## src/rtl/dma_chain_seq_pkg.sv

```systemverilog
package dma_chain_seq_pkg;
  localparam int ID_W = 3;
  localparam logic [ID_W-1:0] KIND_REF_LAST = 3'd0;
  localparam logic [ID_W-1:0] KIND_COUNT    = 3'd1;
  localparam logic [ID_W-1:0] KIND_JUMP     = 3'd2;
  localparam logic [ID_W-1:0] KIND_REF      = 3'd3;
  localparam logic [ID_W-1:0] KIND_STOP     = 3'd7;

  // Strobes from control to datapath
  typedef struct packed {
    logic loadStart;
    logic tagLoad;
    logic madrFromAddr;
    logic tadrFromAddr;
    logic tadrInc;
    logic endVal;
    logic endOnly;
    logic madrStep;
    logic tadrFollow;
  } seqCtrl_t;
endpackage

```

## src/rtl/dma_chain_seq_ctrl.sv

```systemverilog
module dma_chain_seq_ctrl
  import dma_chain_seq_pkg::*;
(
  input  logic            clk,
  input  logic            rstN,
  input  logic            chainStart,
  input  logic            tagValid,
  input  logic [ID_W-1:0] tagId,
  input  logic            qwStep,
  input  logic            dataDone,
  input  logic            qwcZero,
  output seqCtrl_t        ctrl
);
  logic lastWasCount;

  always_comb begin
    ctrl = '0;
    ctrl.loadStart = chainStart;
    if (!chainStart && tagValid) begin
      unique case (tagId)
        KIND_REF_LAST: begin
          ctrl.tagLoad = 1'b1; ctrl.madrFromAddr = 1'b1;
          ctrl.tadrInc = 1'b1; ctrl.endVal = 1'b1;
        end
        KIND_COUNT: begin
          ctrl.tagLoad = 1'b1; ctrl.tadrInc = 1'b1;
        end
        KIND_JUMP: begin
          ctrl.tagLoad = 1'b1; ctrl.tadrFromAddr = 1'b1;
        end
        KIND_REF: begin
          ctrl.tagLoad = 1'b1; ctrl.madrFromAddr = 1'b1; ctrl.tadrInc = 1'b1;
        end
        KIND_STOP: begin
          ctrl.tagLoad = 1'b1; ctrl.endVal = 1'b1;
        end
        default: ctrl.endOnly = 1'b1;
      endcase
    end else if (!chainStart) begin
      ctrl.madrStep   = qwStep && !qwcZero;
      ctrl.tadrFollow = dataDone && lastWasCount;
    end
  end

  always_ff @(posedge clk) begin
    if (!rstN || chainStart) lastWasCount <= 1'b0;
    else if (tagValid)       lastWasCount <= (tagId == KIND_COUNT);
  end
endmodule

```

## src/rtl/dma_chain_seq_dp.sv

```systemverilog
module dma_chain_seq_dp
  import dma_chain_seq_pkg::*;
#(
  parameter int ADDR_W   = 32,
  parameter int QWC_W    = 16,
  parameter int QW_BYTES = 16
) (
  input  logic              clk,
  input  logic              rstN,
  input  seqCtrl_t          ctrl,
  input  logic [ADDR_W-1:0] startPtr,
  input  logic [ADDR_W-1:0] tagAddr,
  input  logic [QWC_W-1:0]  tagQwc,
  output logic [ADDR_W-1:0] dataPtr,
  output logic [ADDR_W-1:0] tagPtr,
  output logic [QWC_W-1:0]  qwcLeft,
  output logic              chainEnd,
  output logic              qwcZero
);
  localparam logic [ADDR_W-1:0] STEP = ADDR_W'(QW_BYTES);

  logic [ADDR_W-1:0] afterTag;
  logic [ADDR_W-1:0] dataNext;

  assign afterTag = tagPtr + STEP;
  assign dataNext = dataPtr + STEP;
  assign qwcZero  = (qwcLeft == '0);

  always_ff @(posedge clk) begin
    if (!rstN) begin
      dataPtr  <= '0;
      tagPtr   <= '0;
      qwcLeft  <= '0;
      chainEnd <= 1'b0;
    end else if (ctrl.loadStart) begin
      tagPtr   <= startPtr;
      qwcLeft  <= '0;
      chainEnd <= 1'b0;
    end else if (ctrl.tagLoad) begin
      qwcLeft  <= tagQwc;
      chainEnd <= ctrl.endVal;
      dataPtr  <= ctrl.madrFromAddr ? tagAddr : afterTag;
      if (ctrl.tadrFromAddr)  tagPtr <= tagAddr;
      else if (ctrl.tadrInc)  tagPtr <= afterTag;
    end else if (ctrl.endOnly) begin
      chainEnd <= 1'b1;
    end else begin
      if (ctrl.madrStep) begin
        dataPtr <= dataNext;
        qwcLeft <= qwcLeft - QWC_W'(1);
      end
      if (ctrl.tadrFollow) tagPtr <= ctrl.madrStep ? dataNext : dataPtr;
    end
  end
endmodule

```

## src/rtl/dma_chain_seq.sv

```systemverilog
module dma_chain_seq
  import dma_chain_seq_pkg::*;
#(
  parameter int ADDR_W   = 32,
  parameter int QWC_W    = 16,
  parameter int QW_BYTES = 16
) (
  input  logic              clk,
  input  logic              rstN,
  input  logic              chainStart,
  input  logic [ADDR_W-1:0] startPtr,
  input  logic              tagValid,
  input  logic [2:0]        tagId,
  input  logic [QWC_W-1:0]  tagQwc,
  input  logic [ADDR_W-1:0] tagAddr,
  input  logic              qwStep,
  input  logic              dataDone,
  output logic [ADDR_W-1:0] dataPtr,
  output logic [ADDR_W-1:0] tagPtr,
  output logic [QWC_W-1:0]  qwcLeft,
  output logic              chainEnd
);
  seqCtrl_t ctrl;
  logic     qwcZero;

  dma_chain_seq_ctrl ctrl_i (
    .clk(clk), .rstN(rstN), .chainStart(chainStart), .tagValid(tagValid),
    .tagId(tagId), .qwStep(qwStep), .dataDone(dataDone), .qwcZero(qwcZero),
    .ctrl(ctrl)
  );

  dma_chain_seq_dp #(.ADDR_W(ADDR_W), .QWC_W(QWC_W), .QW_BYTES(QW_BYTES)) dp_i (
    .clk(clk), .rstN(rstN), .ctrl(ctrl), .startPtr(startPtr), .tagAddr(tagAddr),
    .tagQwc(tagQwc), .dataPtr(dataPtr), .tagPtr(tagPtr), .qwcLeft(qwcLeft),
    .chainEnd(chainEnd), .qwcZero(qwcZero)
  );
endmodule

```

## config.mk

```make
export PLATFORM = sky130hd
export DESIGN_NAME = dma_chain_seq
export DESIGN_NICKNAME = d
export VERILOG_FILES = /design/src/rtl/dma_chain_seq_pkg.sv /design/src/rtl/dma_chain_seq_ctrl.sv /design/src/rtl/dma_chain_seq_dp.sv /design/src/rtl/dma_chain_seq.sv
export SDC_FILE = /design/constraint.sdc
export NUM_CORES = 1
export LEC_CHECK = 0
export CAP_MARGIN = 30
export CORE_MARGIN = 5
export CORE_UTILIZATION = 45
export DETAILED_ROUTE_END_ITERATION = 6
export GPL_TIMING_DRIVEN = 0
export PLACE_DENSITY = 0.87
export SLEW_MARGIN = 15
export SYNTH_ARGS = -nofsm -noshare
export SYNTH_HDL_FRONTEND = slang
export SYNTH_SLANG_ARGS = --single-unit
export TNS_END_PERCENT = 50
```

## constraint.sdc

```tcl
create_clock -name clk -period 2.8 [get_ports clk]
set_input_delay 0.56 -clock clk [delete_from_list [all_inputs] [get_ports clk]]
set_output_delay 0.56 -clock clk [all_outputs]
set_load 0.03 [all_outputs]
```

# Yosys cells after proc, flatten, opt, wreduce, memory -nomap -nowiden
# Cells that the tools add are included.
[word_totals] register_bits=82 out_inout_bits=81 elab_cells=61
[classes] bitwise_logic=2 n_eq_ne=7 reduce_logical=20 muxes=24 add_sub_neg=3
[ops] op="32-bit two-way mux" n=10
[ops] op="32-bit by 5-bit adder with 32-bit output (second input constant)" n=2
[ops] op="16-bit two-way mux" n=3
[ops] op="16-bit logical NOT" n=1
[ops] op="16-bit by 1-bit subtractor with 16-bit output (second input constant)" n=1
[ops] op="1-bit two-way mux" n=8
[ops] op="3-bit by 2-bit equality test with 1-bit output (second input constant)" n=2
[ops] op="6-bit two-way mux" n=1
[ops] op="2-bit OR reduction" n=3
[ops] op="5-bit OR reduction" n=1
[ops] op="2-bit two-way mux" n=2
[ops] op="4-bit inequality test (second input constant)" n=1
[ops] op="2-bit AND reduction" n=2
[ops] op="2-bit nonzero test" n=2
[ops] op="3-bit by 1-bit equality test with 1-bit output (second input constant)" n=1
[ops] op="3-bit equality test (second input constant)" n=1
[ops] op="1-bit logical AND" n=3
[ops] op="1-bit logical NOT" n=3
[ops] op="3-bit logical NOT" n=1
[ops] op="3-bit by 2-bit inequality test with 1-bit output (second input constant)" n=1
[ops] op="3-bit AND reduction" n=1
[ops] op="3-bit nonzero test" n=1
[ops] op="3-bit OR reduction" n=1
[ops] op="2-bit by 1-bit inequality test with 1-bit output (second input constant)" n=1
[ops] op="2 further kinds" n=3

# Longest topological paths before layout
# Gate-level depths: netlist of the first run.
[depth] ltp_word=10 ltp_mapped=9

# By module
# A second synthesis of the first run with hierarchy kept.
[hier_totals] cells_unflattened=796 area_unflattened_um2=5924.4
[by_module_without_submodules] mod="dma_chain_seq_dp" cells_per_inst=777 area_each_um2=5769.3 seq_area_each_um2=1621.6 instances=1
[by_module_without_submodules] mod="dma_chain_seq_ctrl" cells_per_inst=19 area_each_um2=155.1 seq_area_each_um2=20.0 instances=1

# Least setup slack after synthesis of the first run
# OpenSTA, ideal clock, no wires.
[synth_path] path_kind="register -> register" from="reg dp_i.qwcLeft[0]" to="reg dp_i.qwcLeft[10]" t_required_ns=2.685 n_path_buf=1 synth_period_minus_slack_ns=2.491 arrival_time_ns=2.376 path_stages_with_launch=9 setup_ns=0.115 path_slack_ns=0.309 cell_sequence="dfxtp_1 inv_1 ha_1 or4b_4 nor4_4 nor2_1 buf_2 mux2_1 o21a_1"
[synth_via] elab_chain_cells=7
[synth_rtl] item="start: declaration" line="dma_chain_seq_dp.sv:16" rtl="output logic [QWC_W-1:0] qwcLeft,"
[synth_rtl] item="start signal: assignment" line="dma_chain_seq_dp.sv:40" rtl="qwcLeft <= tagQwc;"
[synth_rtl] item="start signal: assignment" line="dma_chain_seq_dp.sv:50" rtl="qwcLeft <= qwcLeft - QWC_W'(1);"
[synth_rtl] item="parallel branches: the longest is 7 deep, another holds 16-bit by 1-bit subtractor with 16-bit output"
# Parallel ways; which one is timed is not known. The select of a mux whose other input is x is not followed.
# A chain may end at the register's enable or synchronous reset.

# Worst setup path in the final report of the first run
[layout_path] from="in tagValid" to="reg dp_i.tagPtr[8]"
[layout_via] elab_chain_cells=7
[layout_rtl] item="start: declaration" line="dma_chain_seq.sv:12" rtl="input logic tagValid,"
[layout_rtl] item="1-bit logical AND *" line="dma_chain_seq_ctrl.sv:19" rtl="if (!chainStart && tagValid) begin"
[layout_rtl] item="2-bit two-way mux" line="dma_chain_seq_ctrl.sv:19"
[layout_rtl] item="32-bit two-way mux"
[layout_rtl] item="32-bit two-way mux" line="dma_chain_seq_dp.sv:52" rtl="if (ctrl.tadrFollow) tagPtr <= ctrl.madrStep ? dataNext : dataPtr;"
[layout_rtl] item="32-bit two-way mux" line="dma_chain_seq_dp.sv:45" rtl="end else if (ctrl.endOnly) begin"
[layout_rtl] item="32-bit two-way mux" line="dma_chain_seq_dp.sv:39" rtl="end else if (ctrl.tagLoad) begin"
[layout_rtl] item="32-bit two-way mux" line="dma_chain_seq_dp.sv:35" rtl="end else if (ctrl.loadStart) begin"
[layout_rtl] item="end signal: assignment" line="dma_chain_seq_dp.sv:36" rtl="tagPtr <= startPtr;"
[layout_rtl] item="end signal: assignment" line="dma_chain_seq_dp.sv:44" rtl="else if (ctrl.tadrInc) tagPtr <= afterTag;"
[layout_rtl] item="end signal: assignment" line="dma_chain_seq_dp.sv:52"
[layout_rtl] item="end: declaration" line="dma_chain_seq_dp.sv:15" rtl="output logic [ADDR_W-1:0] tagPtr,"
# Mark *: on every way between the ends. The rest lies on a longest branch, timed or not. The select of a mux whose other input is x is not followed.

==> results.toml, run 1 <==
[placed_design]
globalplace.congestion = 0.954
placed_cells = 1019
dp_hpwl_mm = 16.8
io_buffer_count = 168

[sta]
drv_slew = 0
finClkSkew_ns = 0.00452
rsz0062_at_grt = "yes"
relSlewSlack_pct = 40.6
hold-worst-slack_ns = 0.487
fmax_ghz = 0.357
fin_ws_ns = -0.00460
layout_worst_path_cycle_share_pct = 100
finalSetupViolCount = 1
setup-tns-final_ns = -0.00460
max_slew.worst_pin.slew_ns = 0.884
post-route-min-period_ns = 2.80
hold_violations = 0

[critical_path]
required_ns = 3.04
r2r_start = "dp_i.qwcLeft[0]"
path_common_cell = "clkbuf_2"
cp_top_family = "buffers and inverters"
cpPeakStageDelay_ns = 0.48
cp_slowest_cell = "clkdlybuf4s50_1"
reg2reg_to = "dp_i.tagPtr[8]"
cp_cell_sequence = "clkdlybuf4s50_1 > clkbuf_2 > nand2b_1 > nor3_2 > clkbuf_2 > nor3_1 > a211oi_1 > o21ai_0 > nor2b_1"
reg2reg_depth = 10
worst-path-stages = 9
regToRegSetupSlack_ns = 0.17
crit_type = "input pin to register"
startpoint_type = "input pin"
arrival_ns = 3.04
path_max_fanout = 10
critPathBufInv = 3
end_kind = "register"

[logic_synthesis]
ys_types = 60
synthFlopType = "dfxtp_1"
syn_inst = 704
synth_area_leaders = "dfxtp_1 (30%), nand2_1 (5.4%), xor2_1 (4.8%)"
synth_fp_nets = 797
ys_top_cells_by_count = "dfxtp_1 (82), nand2_1 (78), nor2_1 (61), clkbuf_1 (44), o21ai_0 (36)"
netlist_area_mm2 = 0.00545
avgSynthCellArea_um2 = 7.74
yosysWarnings = 0
synth_top_cell_by_area = "dfxtp_1"
synth_edf_count = 0
synth_top_cell_area_share_pct = 30.1
yosys.cell_count.top_type = "dfxtp_1"
yosysSeqAreaShare_pct = 30.1
synth_seq_cells = 82
async_flop_share_pct = 0

[drt]
drcViolationCount = 0
viasPerCell = 6.43
drtIter0Drc = 1171
ant_nets = 0
routed-via-count = 6662
dr.pass1.iters = 7
wirelength_mm = 22.5
routedWlPerCell_um = 21.8

[grt]
grt_antenna_before_repair = 0
grt_overflow = 0
grt_max_degree = 14
grt_pass1_wl_mm = 33.7
grt_pass1_vias = 6176
grt_util_all_layers_pct = 29.7

[cts]
clkLatencyLatePin_ns = 0.35
clkSinkCount = 82
hold_buffers = 0
cts_max_path_buffers = 2
htreeDepth = 3
clk_pin_slew_ns = 0.06
cts_tree = "yes"
cts_root_buf = "clkbuf_16"
numCtsBuffers = 9

[floorplan]
die_area_mm2 = 0.0144
core_area_mm2 = 0.0120
die_w_um = 120
ios = 170
num_rows = 40
initial_core_util_pct = 45.6
die_h_um = 120

[power_and_ir_drop]
p_total_mw = 3.54
powerDensity_mw_per_mm2 = 459
vdd_drop_max_uv = 258
p_leak_nw = 2.79

[status]
outcome = "finished, violations left"
violations = "negative setup slack"

[min_path]
hold_class = "register to register"
hold_end = "dp_i.tagPtr[1]"
hp-start = "dp_i.tagPtr[1]"
min_path_cells = 2

[layout]
fill_cells = 1036
multi_input_area_mm2 = 0.00363
num_antenna_cells = 0
instances_no_fill = 1036
seq_area_mm2 = 0.00164
drive_gt1_share_pct = 5.74
nets = 977
area_growth_syn_to_layout_pct = 41.5

[flow_run]
drv_cap = 0
-- worst reg2reg max path, stage by stage, from the launching register on --
cell and delay, ns:
dfxtp_1 0.35, inv_1 0.09, ha_1 0.19, or4b_4 0.50
nor4_4 0.26, buf_4 0.23, buf_4 0.22, o31a_1 0.15
nor2_1 0.07, o21ai_0 0.33, nor2b_1 0.17
-- placed cells by master, fill, tap and decap left out, types with 10 or more instances in the layout --
master,synthesis,routed
a211oi_1,12,12
a21boi_0,11,11
a21oi_1,32,32
a221oi_1,18,18
and3_1,13,13
clkbuf_1,44,37
clkbuf_2,0,10
clkdlybuf4s50_1,0,167
dfxtp_1,82,82
inv_1,12,12
nand2_1,78,78
nand3_1,31,31
nand4_1,16,16
nor2_1,61,61
nor3_1,23,21
nor4_1,18,16
o211ai_1,13,13
o21a_1,15,15
o21ai_0,36,36
o221ai_1,20,20
xnor2_1,28,28
xor2_1,30,30
-- where the power goes --
part | leakage [nW] | switching, mW | internal [mW]
sequential | 0.671 | 0.0956 | 1.23
combinational | 1.96 | 0.534 | 0.393
clock | 0.153 | 0.506 | 0.781
-- per-stage QoR --
stage / setup slack (ns) / area, µm² / util [%]
floorplan: 0.309 / 5450 / -
global placement: -0.684 / 7310 / 61.2
detailed placement: -0.706 / 7310 / 61.2
CTS: 0.00847 / 7650 / 64.0
global route: -0.0413 / 7710 / 64.4
finish: -0.00460 / 7710 / 64.4
-- logic make-up (layout without fill, tap and decap cells) --
group / count (synthesis) / in the layout / share of synthesized area, %
buffers and inverters: 62 / 247 / 4.36
adder cells (fa/ha/maj): 4 / 4 / 0.919
multiplexers: 9 / 9 / 1.77
flip-flops: 82 / 82 / 30.1
AO/OA/AOI/OAI: 198 / 198 / 25.8
XOR/XNOR: 58 / 58 / 9.32
AND/OR/NAND/NOR: 291 / 291 / 27.7
-- worst max-delay path by stage --
stage                          from                to
floorplan           dp_i.qwcLeft[0]  dp_i.qwcLeft[10]
global placement           tagValid   dp_i.tagPtr[18]
detailed placement         tagValid   dp_i.tagPtr[18]
CTS                        tagValid   dp_i.tagPtr[18]
global route                 qwStep   dp_i.tagPtr[18]
finish                     tagValid    dp_i.tagPtr[8]
-- timing repair --
item	CTS	global route
setup buffers	0	1
gates resized for setup	12	17
pin swaps	0	1
endpoints found under the setup margin	60	35
-- flip-flops by register name, indices dropped and copies added (netlist names) --
signal	flops
dp_i.chainEnd	1
dp_i.qwcLeft	16
dp_i.tagPtr	32
ctrl_i.lastWasCount	1
dp_i.dataPtr	32
-- per-layer routing --
| layer | up-vias | part of all wire [%] | wire length (µm) | GRT usage (%) |
|---|---|---|---|---|
| met2 | 573 | 43 | 9770 | 45.3 |
| met1 | 2995 | 39 | 8690 | 39.5 |
| met3 | 102 | 13 | 3040 | 6.93 |
| met4 | 0 | 4.6 | 1030 | 14.0 |
| met5 | - | 0 | 0 | 0 |
| li1 | 2992 | - | - | - |
-- cell type report --
class,count,share of cell area (%)
Multi-Input combinational cell,560,47.1
Timing Repair Buffer,169,21.9
Sequential cell,82,21.3
Clock buffer,11,3.02
Buffer,50,2.73
Tap cell,147,2.39
Clock inverter,5,1.02
Inverter,12,0.584
(Power assumes the default switching activity.)
==> inputs of run 2 (changes only) <==
PLACE_DENSITY = 0.8   (was 0.87)
==> results.toml, run 2 (same netlist as run 1, synthesis figures left out) <==
[floorplan]
die_area_mm2 = 0.0144
die_h_um = 120
num_rows = 40
initial_core_util_pct = 45.6
ios = 170
die_w_um = 120
core_area_mm2 = 0.0120

[placed_design]
placed_cells = 1019
io_buffer_count = 168
globalplace.congestion = 0.989
dp_hpwl_mm = 16.9

[min_path]
hold_class = "register to register"

[sta]
layout_worst_path_cycle_share_pct = 102
setup-tns-final_ns = -0.0453
finClkSkew_ns = 0.00562
hold_violations = 0
finalSetupViolCount = 1
max_slew.worst_pin.slew_ns = 0.958
rsz0062_at_grt = "yes"
fmax_ghz = 0.351
fin_ws_ns = -0.0453
drv_slew = 0
relSlewSlack_pct = 35.6
hold-worst-slack_ns = 0.492
post-route-min-period_ns = 2.85

[drt]
drcViolationCount = 0
wirelength_mm = 22.7
routedWlPerCell_um = 21.9
routed-via-count = 6623
viasPerCell = 6.38
dr.pass1.iters = 6
drtIter0Drc = 1074
ant_nets = 0

[status]
violations = "negative setup slack"
outcome = "finished, violations left"

[layout]
area_growth_syn_to_layout_pct = 42.2
final_util_pct = 64.8
layout_commonest_cell = "clkdlybuf4s50_1"
num_antenna_cells = 0
nets = 979
instances_no_fill = 1038
final_cell_mix = "clkdlybuf4s50_1 (167), dfxtp_1 (82), nand2_1 (78)"
fill_cells = 1051
layout_top_registers = "dp_i.dataPtr (32), dp_i.tagPtr (32), dp_i.qwcLeft (16)"
drive_gt1_share_pct = 5.95

[critical_path]
end_kind = "register"
crit_type = "input pin to register"
path_max_fanout = 10
arrival_ns = 3.08
startpoint_type = "input pin"
required_ns = 3.04

[grt]
grt_pass1_vias = 6282
grt_pass1_wl_mm = 34.6
grt_antenna_before_repair = 0
grt_max_degree = 14
grt_util_all_layers_pct = 30.6
grt_overflow = 0

[cts]
cts_tree = "yes"
clkLatencyLatePin_ns = 0.35
cts_root_buf = "clkbuf_16"
clk_pin_slew_ns = 0.06
clkSinkCount = 82
htreeDepth = 3
hold_buffers = 0
numCtsBuffers = 9
cts_max_path_buffers = 2

[power_and_ir_drop]
powerDensity_mw_per_mm2 = 475
p_leak_nw = 2.81
vdd_drop_max_uv = 318

[flow_run]
drv_cap = 0
## run 2: cell types whose count changed in the layout (fill, tap and decap cells not counted), sizes merged
cell,previous run,this run
bufinv,2,3
clkbuf,57,60
clkinv,3,1
dlygate4sd2,1,0
dlymetal6s2s,0,1
## run 2: stage by stage
stage | worst slack (ns) | cell area, µm² | total power [mW]
after global placement | -0.703 | 7310 | 2.23
after global routing | -0.107 | 7750 | 3.79
final | -0.0453 | 7750 | 3.68
after floorplan | 0.309 | 5450 | 1.81
after detailed placement | -0.717 | 7310 | 2.24
after CTS | 0.00245 | 7720 | 3.65
## run 2: worst paths after layout
check                  startpoint              to  slack, ns  cells after the start
setup / recovery         tagValid  dp_i.tagPtr[8]      -0.05                      9
hold reg to reg    dp_i.tagPtr[2]  dp_i.tagPtr[2]       0.49                      2
setup reg to reg  dp_i.qwcLeft[0]  dp_i.tagPtr[9]       0.02                      8
hold / removal     dp_i.tagPtr[2]  dp_i.tagPtr[2]       0.49                      2
## run 2: what timing repair did
action                                  in CTS  in global routing
endpoints found under the setup margin      46                 58
setup buffers                                3                  0
cloned                                       0                  0
pin swaps                                    1                  0
gates resized for setup                     10                 18
## run 2: layer usage
metal,vias up,track usage [%],wire length (µm)
li1,2998,-,-
met1,3043,41.0,9460
met2,500,46.2,9620
met3,82,7.12,2750
met4,0,14.4,880
met5,-,0,0
## run 2: cell type report
class                           instances  area [µm²]  area share, %
Multi-Input combinational cell        560        3620           46.7
Timing Repair Buffer                  171        1710           22.0
Sequential cell                        82        1640           21.2
Clock buffer                           12         246           3.18
Buffer                                 50         210           2.71
Tap cell                              147         184           2.37
Clock inverter                          4        98.8           1.28
Inverter                               12        45.0          0.581
## run 2: report_power, final
group          switching [mW]  internal, mW  leakage (nW)
clock                   0.512         0.899         0.167
combinational           0.539         0.403          1.97
sequential             0.0960          1.23         0.671
## run 2: worst max-delay path, cell delays in order
cell,delay (ns)
clkdlybuf4s50_1,0.47
clkbuf_2,0.23
nand2b_1,0.18
nor3_2,0.49
clkbuf_1,0.50
nor3_1,0.10
a211oi_1,0.17
o21ai_0,0.18
nor2b_1,0.19
==> inputs of run 3 (changes only) <==
CTS_CLUSTER_DIAMETER = 50   (was unset)
==> results of run 3 <==
Final layout, timing and power as in run 2 (identical DEF).
